**config.mk**
```make
export PLATFORM = sky130hd
export DESIGN_NAME = dual_plane_segmenter
export DESIGN_NICKNAME = d
export VERILOG_FILES = /design/src/rtl/seg_pkg.sv /design/src/rtl/seg_len_cfg.sv /design/src/rtl/seg_pkt_store.sv /design/src/rtl/seg_slot_sched.sv /design/src/rtl/dual_plane_segmenter.sv
export SDC_FILE = /design/constraint.sdc
export NUM_CORES = 2
export LEC_CHECK = 0
export ABC_CLOCK_PERIOD_IN_PS = 7250
export BUFFER_PORTS_ARGS = -buffer_cell sky130_fd_sc_hd__buf_2
export CAP_MARGIN = 20
export CORE_ASPECT_RATIO = 0.75
export CORE_MARGIN = 2
export CORE_UTILIZATION = 55
export DETAILED_ROUTE_END_ITERATION = 8
export PLACE_DENSITY = 0.8
export REMOVE_ABC_BUFFERS = 1
export SLEW_MARGIN = 20
export SYNTH_ARGS = -nofsm -noshare
export SYNTH_HDL_FRONTEND = slang
export SYNTH_SLANG_ARGS = --single-unit
export TNS_END_PERCENT = 20
```
**constraint.sdc**
```tcl
create_clock -name clk -period 7.25 [get_ports clk]
set_input_delay 0.3625 -clock clk [delete_from_list [all_inputs] [get_ports clk]]
set_output_delay 0.3625 -clock clk [all_outputs]
set_load 0.1 [all_outputs]
```
**src/rtl/seg_pkg.sv**
```systemverilog
package seg_pkg;

  typedef struct packed {
    logic       valid;
    logic       sop;
    logic       idle;
    logic [1:0] unit;
  } lane_t;

  function automatic logic len_legal(input logic [7:0] len, input int lo, input int hi);
    return (int'(len) >= lo) && (int'(len) <= hi) && (len[1:0] == 2'b00);
  endfunction

  // unit holding the first byte of a word: count thresholds crossed
  function automatic logic [1:0] unit_of(input logic [7:0] widx, input logic [7:0] len);
    logic [11:0] pos;
    logic [11:0] l1;
    pos = {widx, 4'b0000};
    l1  = {4'b0000, len};
    return 2'(pos >= l1) + 2'(pos >= (l1 << 1)) + 2'(pos >= (l1 * 12'd3));
  endfunction

endpackage

```
**src/rtl/seg_len_cfg.sv**
```systemverilog
module seg_len_cfg
  import seg_pkg::*;
#(
  parameter int MIN_LEN = 64,
  parameter int MAX_LEN = 80,
  parameter int DEF_LEN = 64
) (
  input  logic       clk,
  input  logic       rst,
  input  logic       cfg_wr,
  input  logic [7:0] cfg_len,
  input  logic       at_boundary,
  output logic [7:0] len_q
);

  logic [7:0] pend_len;
  logic       pend_v;
  logic       wr_ok;

  assign wr_ok = cfg_wr && len_legal(cfg_len, MIN_LEN, MAX_LEN);

  always_ff @(posedge clk) begin
    if (rst) begin
      len_q    <= 8'(DEF_LEN);
      pend_len <= 8'(DEF_LEN);
      pend_v   <= 1'b0;
    end else begin
      if (at_boundary && pend_v) begin
        len_q  <= pend_len;
        pend_v <= 1'b0;
      end
      if (wr_ok) begin
        pend_len <= cfg_len;
        pend_v   <= 1'b1;
      end
    end
  end

  // the active length is always one of the legal settings
  p_len_legal_r1: assert property (@(posedge clk) disable iff (rst)
    len_legal(len_q, MIN_LEN, MAX_LEN));

endmodule

```
**src/rtl/seg_pkt_store.sv**
```systemverilog
module seg_pkt_store
  import seg_pkg::*;
#(
  parameter int DATA_W = 32,
  parameter int IDX_W  = 5
) (
  input  logic              clk,
  input  logic              rst,
  input  logic              in_valid,
  input  logic [DATA_W-1:0] in_data,
  output logic              in_ready,
  input  logic [7:0]        cur_len,
  output logic              at_boundary,
  output logic              pkt_ready,
  output logic [7:0]        pkt_len,
  input  logic [IDX_W-1:0]  rd_idx,
  input  logic              rd_zero,
  input  logic              rd_release,
  output logic [DATA_W-1:0] rd_data
);

  localparam int ADDR_W = IDX_W + 1;
  localparam int DEPTH  = 1 << ADDR_W;

  logic [DATA_W-1:0] mem [DEPTH];
  logic [1:0]        full;
  logic [7:0]        tag_len [2];
  logic              wr_ptr;
  logic              rd_ptr;
  logic [IDX_W-1:0]  in_cnt;
  logic [7:0]        in_len;
  logic [7:0]        len_now;
  logic [7:0]        words_now;
  logic              accept;
  logic              last_word;

  assign in_ready    = !full[wr_ptr];
  assign accept      = in_valid && in_ready;
  assign len_now     = (in_cnt == '0) ? cur_len : in_len;
  assign words_now   = len_now >> 2;
  assign last_word   = accept && (8'(in_cnt) == words_now - 8'd1);
  assign at_boundary = (in_cnt == '0) && !accept;
  assign pkt_ready   = full[rd_ptr];
  assign pkt_len     = tag_len[rd_ptr];

  // storage array: write port
  always_ff @(posedge clk) begin
    if (accept) mem[{wr_ptr, in_cnt}] <= in_data;
  end

  // storage array: registered read port with synchronous clear
  always_ff @(posedge clk) begin
    if (rst || rd_zero) rd_data <= '0;
    else                rd_data <= mem[{rd_ptr, rd_idx}];
  end

  always_ff @(posedge clk) begin
    if (rst) begin
      full       <= 2'b00;
      wr_ptr     <= 1'b0;
      rd_ptr     <= 1'b0;
      in_cnt     <= '0;
      in_len     <= 8'd0;
      tag_len[0] <= 8'd0;
      tag_len[1] <= 8'd0;
    end else begin
      if (accept) begin
        if (in_cnt == '0) in_len <= cur_len;
        if (last_word) begin
          full[wr_ptr]    <= 1'b1;
          tag_len[wr_ptr] <= len_now;
          wr_ptr          <= ~wr_ptr;
          in_cnt          <= '0;
        end else begin
          in_cnt <= in_cnt + IDX_W'(1);
        end
      end
      if (rd_release) begin
        full[rd_ptr] <= 1'b0;
        rd_ptr       <= ~rd_ptr;
      end
    end
  end

  // once a packet has started, its captured length does not move
  p_len_hold_r2: assert property (@(posedge clk) disable iff (rst)
    (in_cnt != '0) && !last_word |=> $stable(in_len));

  // a slot only releases a buffer that was holding a packet
  p_release_full_r9: assert property (@(posedge clk) disable iff (rst)
    rd_release |-> full[rd_ptr]);

endmodule

```
**src/rtl/seg_slot_sched.sv**
```systemverilog
module seg_slot_sched
  import seg_pkg::*;
#(
  parameter int IDX_W = 5
) (
  input  logic             clk,
  input  logic             rst,
  input  logic             pkt_ready,
  input  logic [7:0]       pkt_len,
  input  logic [7:0]       idle_len,
  input  logic [1:0]       plane_en,
  output logic [IDX_W-1:0] rd_idx,
  output logic             rd_zero,
  output logic             rd_release,
  output lane_t [1:0]      lanes
);

  logic [IDX_W-1:0] e_cnt;
  logic [7:0]       e_len;
  logic             e_idle;
  logic [1:0]       e_en;

  logic             start;
  logic             take;
  logic [7:0]       slot_len;
  logic [7:0]       slot_nw;
  logic             cur_idle;
  logic [1:0]       cur_en;
  logic             last;
  logic [1:0]       cur_unit;

  assign start    = (e_cnt == '0);
  assign take     = start && pkt_ready;
  assign slot_len = start ? (take ? pkt_len : idle_len) : e_len;
  assign slot_nw  = slot_len >> 2;
  assign cur_idle = start ? !take : e_idle;
  assign cur_en   = start ? plane_en : e_en;
  assign last     = (8'(e_cnt) == slot_nw - 8'd1);
  assign cur_unit = unit_of(8'(e_cnt), slot_len);

  assign rd_idx     = e_cnt;
  assign rd_zero    = cur_idle;
  assign rd_release = last && !cur_idle;

  always_ff @(posedge clk) begin
    if (rst) begin
      e_cnt  <= '0;
      e_len  <= 8'd0;
      e_idle <= 1'b1;
      e_en   <= 2'b00;
    end else begin
      e_cnt <= last ? '0 : e_cnt + IDX_W'(1);
      if (start) begin
        e_len  <= slot_len;
        e_idle <= cur_idle;
        e_en   <= cur_en;
      end
    end
  end

  always_ff @(posedge clk) begin
    if (rst) begin
      lanes <= '0;
    end else begin
      for (int p = 0; p < 2; p++) begin
        lanes[p].valid <= cur_en[p];
        lanes[p].sop   <= cur_en[p] && start;
        lanes[p].idle  <= cur_en[p] && cur_idle;
        lanes[p].unit  <= cur_en[p] ? cur_unit : 2'd0;
      end
    end
  end

  // slots are at least two words long, so sop never repeats back to back
  p_sop_single_r6: assert property (@(posedge clk) disable iff (rst)
    lanes[0].sop |=> !lanes[0].sop);

  // the lane enable can only change at a slot start
  p_en_latched_r8: assert property (@(posedge clk) disable iff (rst)
    !start |=> $stable(e_en));

endmodule

```
**src/rtl/dual_plane_segmenter.sv**
```systemverilog
module dual_plane_segmenter
  import seg_pkg::*;
#(
  parameter int DATA_W  = 32,
  parameter int MIN_LEN = 64,
  parameter int MAX_LEN = 80,
  parameter int DEF_LEN = 64
) (
  input  logic              clk,
  input  logic              rst,
  input  logic              cfg_wr,
  input  logic [7:0]        cfg_len,
  input  logic              in_valid,
  input  logic [DATA_W-1:0] in_data,
  output logic              in_ready,
  input  logic              plane_en_x,
  input  logic              plane_en_y,
  output logic              x_valid,
  output logic              x_sop,
  output logic              x_idle,
  output logic [1:0]        x_unit,
  output logic [DATA_W-1:0] x_data,
  output logic              y_valid,
  output logic              y_sop,
  output logic              y_idle,
  output logic [1:0]        y_unit,
  output logic [DATA_W-1:0] y_data
);

  localparam int MAX_WORDS = MAX_LEN / 4;
  localparam int IDX_W     = $clog2(MAX_WORDS);

  logic [7:0]        len_q;
  logic              at_boundary;
  logic              pkt_ready;
  logic [7:0]        pkt_len;
  logic [IDX_W-1:0]  rd_idx;
  logic              rd_zero;
  logic              rd_release;
  logic [DATA_W-1:0] rd_data;
  lane_t [1:0]       lanes;
  logic [DATA_W-1:0] lane_data [2];

  seg_len_cfg #(
    .MIN_LEN(MIN_LEN), .MAX_LEN(MAX_LEN), .DEF_LEN(DEF_LEN)
  ) u_cfg (
    .clk(clk), .rst(rst), .cfg_wr(cfg_wr), .cfg_len(cfg_len),
    .at_boundary(at_boundary), .len_q(len_q)
  );

  seg_pkt_store #(
    .DATA_W(DATA_W), .IDX_W(IDX_W)
  ) u_store (
    .clk(clk), .rst(rst), .in_valid(in_valid), .in_data(in_data),
    .in_ready(in_ready), .cur_len(len_q), .at_boundary(at_boundary),
    .pkt_ready(pkt_ready), .pkt_len(pkt_len), .rd_idx(rd_idx),
    .rd_zero(rd_zero), .rd_release(rd_release), .rd_data(rd_data)
  );

  seg_slot_sched #(
    .IDX_W(IDX_W)
  ) u_sched (
    .clk(clk), .rst(rst), .pkt_ready(pkt_ready), .pkt_len(pkt_len),
    .idle_len(len_q), .plane_en({plane_en_y, plane_en_x}),
    .rd_idx(rd_idx), .rd_zero(rd_zero), .rd_release(rd_release),
    .lanes(lanes)
  );

  for (genvar p = 0; p < 2; p++) begin : g_plane
    assign lane_data[p] = lanes[p].valid ? rd_data : '0;

    // a slot always opens in unit 0
    p_sop_unit_zero_r4: assert property (@(posedge clk) disable iff (rst)
      lanes[p].sop |-> (lanes[p].unit == 2'd0));

    // within a slot the unit index holds or steps up by one
    p_unit_step_r4: assert property (@(posedge clk) disable iff (rst)
      lanes[p].valid && !lanes[p].sop && $past(lanes[p].valid) |->
        (lanes[p].unit == $past(lanes[p].unit)) ||
        (lanes[p].unit == $past(lanes[p].unit) + 2'd1));

    // idle slots carry zero data
    p_idle_blank_r7: assert property (@(posedge clk) disable iff (rst)
      lanes[p].valid && lanes[p].idle |-> (lane_data[p] == '0));
  end

  // the two planes carry the same framing and data when both are live
  p_dup_lanes_r5: assert property (@(posedge clk) disable iff (rst)
    lanes[0].valid && lanes[1].valid |->
      (lanes[0] == lanes[1]) && (lane_data[0] == lane_data[1]));

  assign x_valid = lanes[0].valid;
  assign x_sop   = lanes[0].sop;
  assign x_idle  = lanes[0].idle;
  assign x_unit  = lanes[0].unit;
  assign x_data  = lane_data[0];
  assign y_valid = lanes[1].valid;
  assign y_sop   = lanes[1].sop;
  assign y_idle  = lanes[1].idle;
  assign y_unit  = lanes[1].unit;
  assign y_data  = lane_data[1];

endmodule

```
==> run_results.csv <==
group,metric,value,unit
status,status,"complete, no violations",
clocking,cts_tree,"yes",
critical_path,critical_path.top_delay_family,"adder cells",
global_routing,grt_pass1_vias,41603,
finish,fin_nets,3908,
timing,worst_clock_skew,0.0297,ns
placed_design,io_buffer_count,120,
critical_path,cp-start-kind,"flip-flop",
die,die_h,341,µm
die,fp-row-count,123,
flow_run,maxCapViolations,0,
finish,area_delta_synth_final,11.4,%
critical_path,arrival,5.63,ns
logic_synthesis,seq_area_frac_synth,0.768,
clocking,clk_latency,0.84,ns
drt,wl_met2,106,mm
drt,top_layer_used,"met5",
timing,clock.fmax,0.204,GHz
logic_synthesis,ys_warn_count,0,
global_routing,track_usage,0.298,
placed_design,hpwlAfterDp,118,mm
power,power_frac_comb,0.065,
finish,fillers,9454,
power,leakage,28.7,nW
timing,post-route-period-util,0.677,
critical_path,cpPeakStageDelay,0.79,ns
clocking,numCtsBuffers,181,
critical_path,crit_type,"reg2reg",
min_path,hp-class,"in2reg",
drt,ant_nets,0,
die,die_w,453,µm
finish,postLayoutCoreUtil,0.617,
die,core,150000,µm²
logic_synthesis,synth-edff-count,2064,
power,pwr_density_cell,272,nW/µm²
finish,finish.instance_area,92600,µm²
finish,layout_common_cells,"2064 x edfxtp_1, 640 x mux4_2, 185 x clkbuf_16",
global_routing,grt_max_degree,118,
finish,drive_gt1_frac,0.305,
logic_synthesis,synth_area_leaders,"edfxtp_1 75%, mux4_2 17%, dfxtp_1 2.2%",
critical_path,cp_cell_sequence,"inv_1, ha_1, nor4b_2, buf_4, mux2i_2, inv_1, ha_1, a31oi_1, o21ai_1, xnor2_1, ha_1, a2111oi_0, o31ai_1, a31oi_1, a211oi_1, fa_1, and2_1",
power,seq_power_share,0.546,
power,internal-power,19.6,mW
power,switching_share,0.221,
clocking,ctsRootBufferMaster,"clkbuf_16",
critical_path,path_buf_inv,3,
timing,drv_slew,0,
timing,hold_viol_final,0,
power,clkPwrFrac,0.389,
drt,avgRoutedWirePerCell,38.0,µm
logic_synthesis,avgSynthCellArea,22.9,µm²
timing,rsz0062_at_grt,"false",
placed_design,dpl_cell_area,86700,µm²
finish,multi_input_area,18800,µm²
logic_synthesis,async_flop_share,0,
die,initial_core_util,0.554,
clocking,cts_buffer_depth,3,
global_routing,antenna_found_initial,12,
drt,dr.first_iter.drc_count,7540,
drt,drt_first_pass_iters,5,
die,die-area,154000,µm²
logic_synthesis,synth_seq_cells,2157,
critical_path,critPathSlowestCell,"dfxtp_4",
clocking,cts.sinks,2157,
timing,finalCriticalPeriod,4.91,ns
finish,regArea,63900,µm²
drt,drcViolationCount,0,
critical_path,cp.required,7.97,ns
die,num_io_pins,121,
finish,final_common_cell,"edfxtp_1",
timing,relSlewSlack,0.202,
drt,drt_wl_total,228,mm
logic_synthesis,synth_cell_type_count,61,
clocking,htreeDepth,4,
drt,via_per_inst,7.05,
clocking,clk_pin_slew,0.08,ns
critical_path,cp-end-kind,"flip-flop",
global_routing,grt_pass1_wl,320,mm
drt,met1_length,79.8,mm
logic_synthesis,synth_top_area_frac,0.745,
critical_path,cp_max_fo,41,
timing,worst_slew_pin_slew,1.20,ns
drt,vias,42261,
logic_synthesis,synth-main-ff-cell,"edfxtp_1",
power,p_sw,5.58,mW
placed_design,place.gp.congestion,0.844,
logic_synthesis,synth_cells,3625,
critical_path,cpMostUsedCell,"ha_1",
logic_synthesis,synth_area_leader_cell,"edfxtp_1",
timing,setup_viol,0,
power,vdd_drop_max,0.273,mV
logic_synthesis,netlist_area,83100,µm²
drt,dr_wl_met3,31.7,mm
global_routing,grt_overflow,0,
[per-layer routing]
metal  vias to the layer above  global-route usage
li1                      15746                   -
met1                     22036               0.415
met2                      3845               0.450
met3                       622              0.0823
met4                        12               0.129
met5                         -                   0
[cell type report]
class,count,area share
antenna,8,0.000216
clock buffer,243,0.0533
clock inverter,94,0.00928
inverter,17,0.000770
multi-input combinational,1252,0.203
sequential,2157,0.689
tap,2000,0.0270
timing repair buffer,225,0.0170
[power groups by stage]
stage / Sequential, mW / Combinational (mW) / Clock (mW)
final: 13.8 / 1.64 / 9.79
after global placement: 14.0 / 1.56 / 0
after floorplan: 14.2 / 1.65 / 0
after detailed placement: 14.0 / 1.59 / 0
after CTS: 13.8 / 1.63 / 9.83
after global routing: 13.8 / 1.71 / 10.3
[timing repair]
item	4_1_cts	5_1_grt
setup endpoints to repair	0	0
setup buffers	0	0
hold buffers	5	1
hold endpoints to repair	9	14
gates resized for setup	0	0
[sequential cells by signal (all words and copies together) (netlist names), named ones only]
name,count
u_sched.rd_idx,5
u_store.wr_ptr,1
u_store.mem,2048
u_sched.e_idle,1
u_cfg.len_q,8
u_cfg.pend_len,8
u_store.in_len,8
u_cfg.pend_v,1
u_sched.e_len,8
u_store.rd_data,32
u_sched.lanes,10
u_store.tag_len,16
u_sched.e_en,2
u_store.in_cnt,5
u_store.rd_ptr,1
u_store.full,2
[kinds of logic after synthesis]
kind of cell / synth area share
xor gates and xnor gates: 0.00305
AOI/OAI and AO/OA: 0.0106
and+or+nand+nor: 0.0220
adders and majority gates: 0.00442
DFF: 0.768
buffers and inverters: 0.0118
muxes: 0.180
[path summary, 6_finish.rpt]
kind | from | to | slack [ns] | cells past startpoint
hold / removal | in_data[10] | u_store.mem[29][10] | 0.09 | 1
setup / recovery | u_sched.rd_idx[1] | u_sched.lanes[5] | 2.34 | 17
hold reg to reg | u_cfg.pend_len[6] | u_cfg.pend_len[6] | 0.45 | 1
setup reg to reg | u_sched.rd_idx[1] | u_sched.lanes[5] | 2.34 | 17
[synthesized netlist by cell type, drive strengths merged, types with 26 or more instances]
library cell and count:
buf 104, a21oi 40, and2 71, mux4 640, edfxtp 2064, clkbuf 95
and3 26, mux2i 29, nor2 121, ha 27, dfxtp 93, a211oi 39
nand2 77
[per-stage QoR]
stage	setup TNS, ns	cells	worst slack, ns	total power [mW]	hold slack, ns
6_report	0	5996	2.34	25.2	0.0875
5_1_grt	0	5988	2.00	25.7	0.119
4_1_cts	0	5985	2.47	25.2	0.0650
3_5_place_dp	0	5643	2.46	15.6	0.429
3_3_place_gp	0	5643	2.56	15.6	0.433
2_1_floorplan	-983.75	3426	-17.77	15.9	0.415
[worst reg2reg max path, stage by stage (launching register included)]
cell and delay, ns:
dfxtp_4 0.79, inv_1 0.17, ha_1 0.24, nor4b_2 0.17, buf_4 0.23, mux2i_2 0.63, inv_1 0.17, ha_1 0.37
a31oi_1 0.17, o21ai_1 0.13, xnor2_1 0.15, ha_1 0.19, a2111oi_0 0.33, o31ai_1 0.16, a31oi_1 0.21, a211oi_1 0.09
fa_1 0.46, and2_1 0.16
Power figures use the tool's default switching activity.
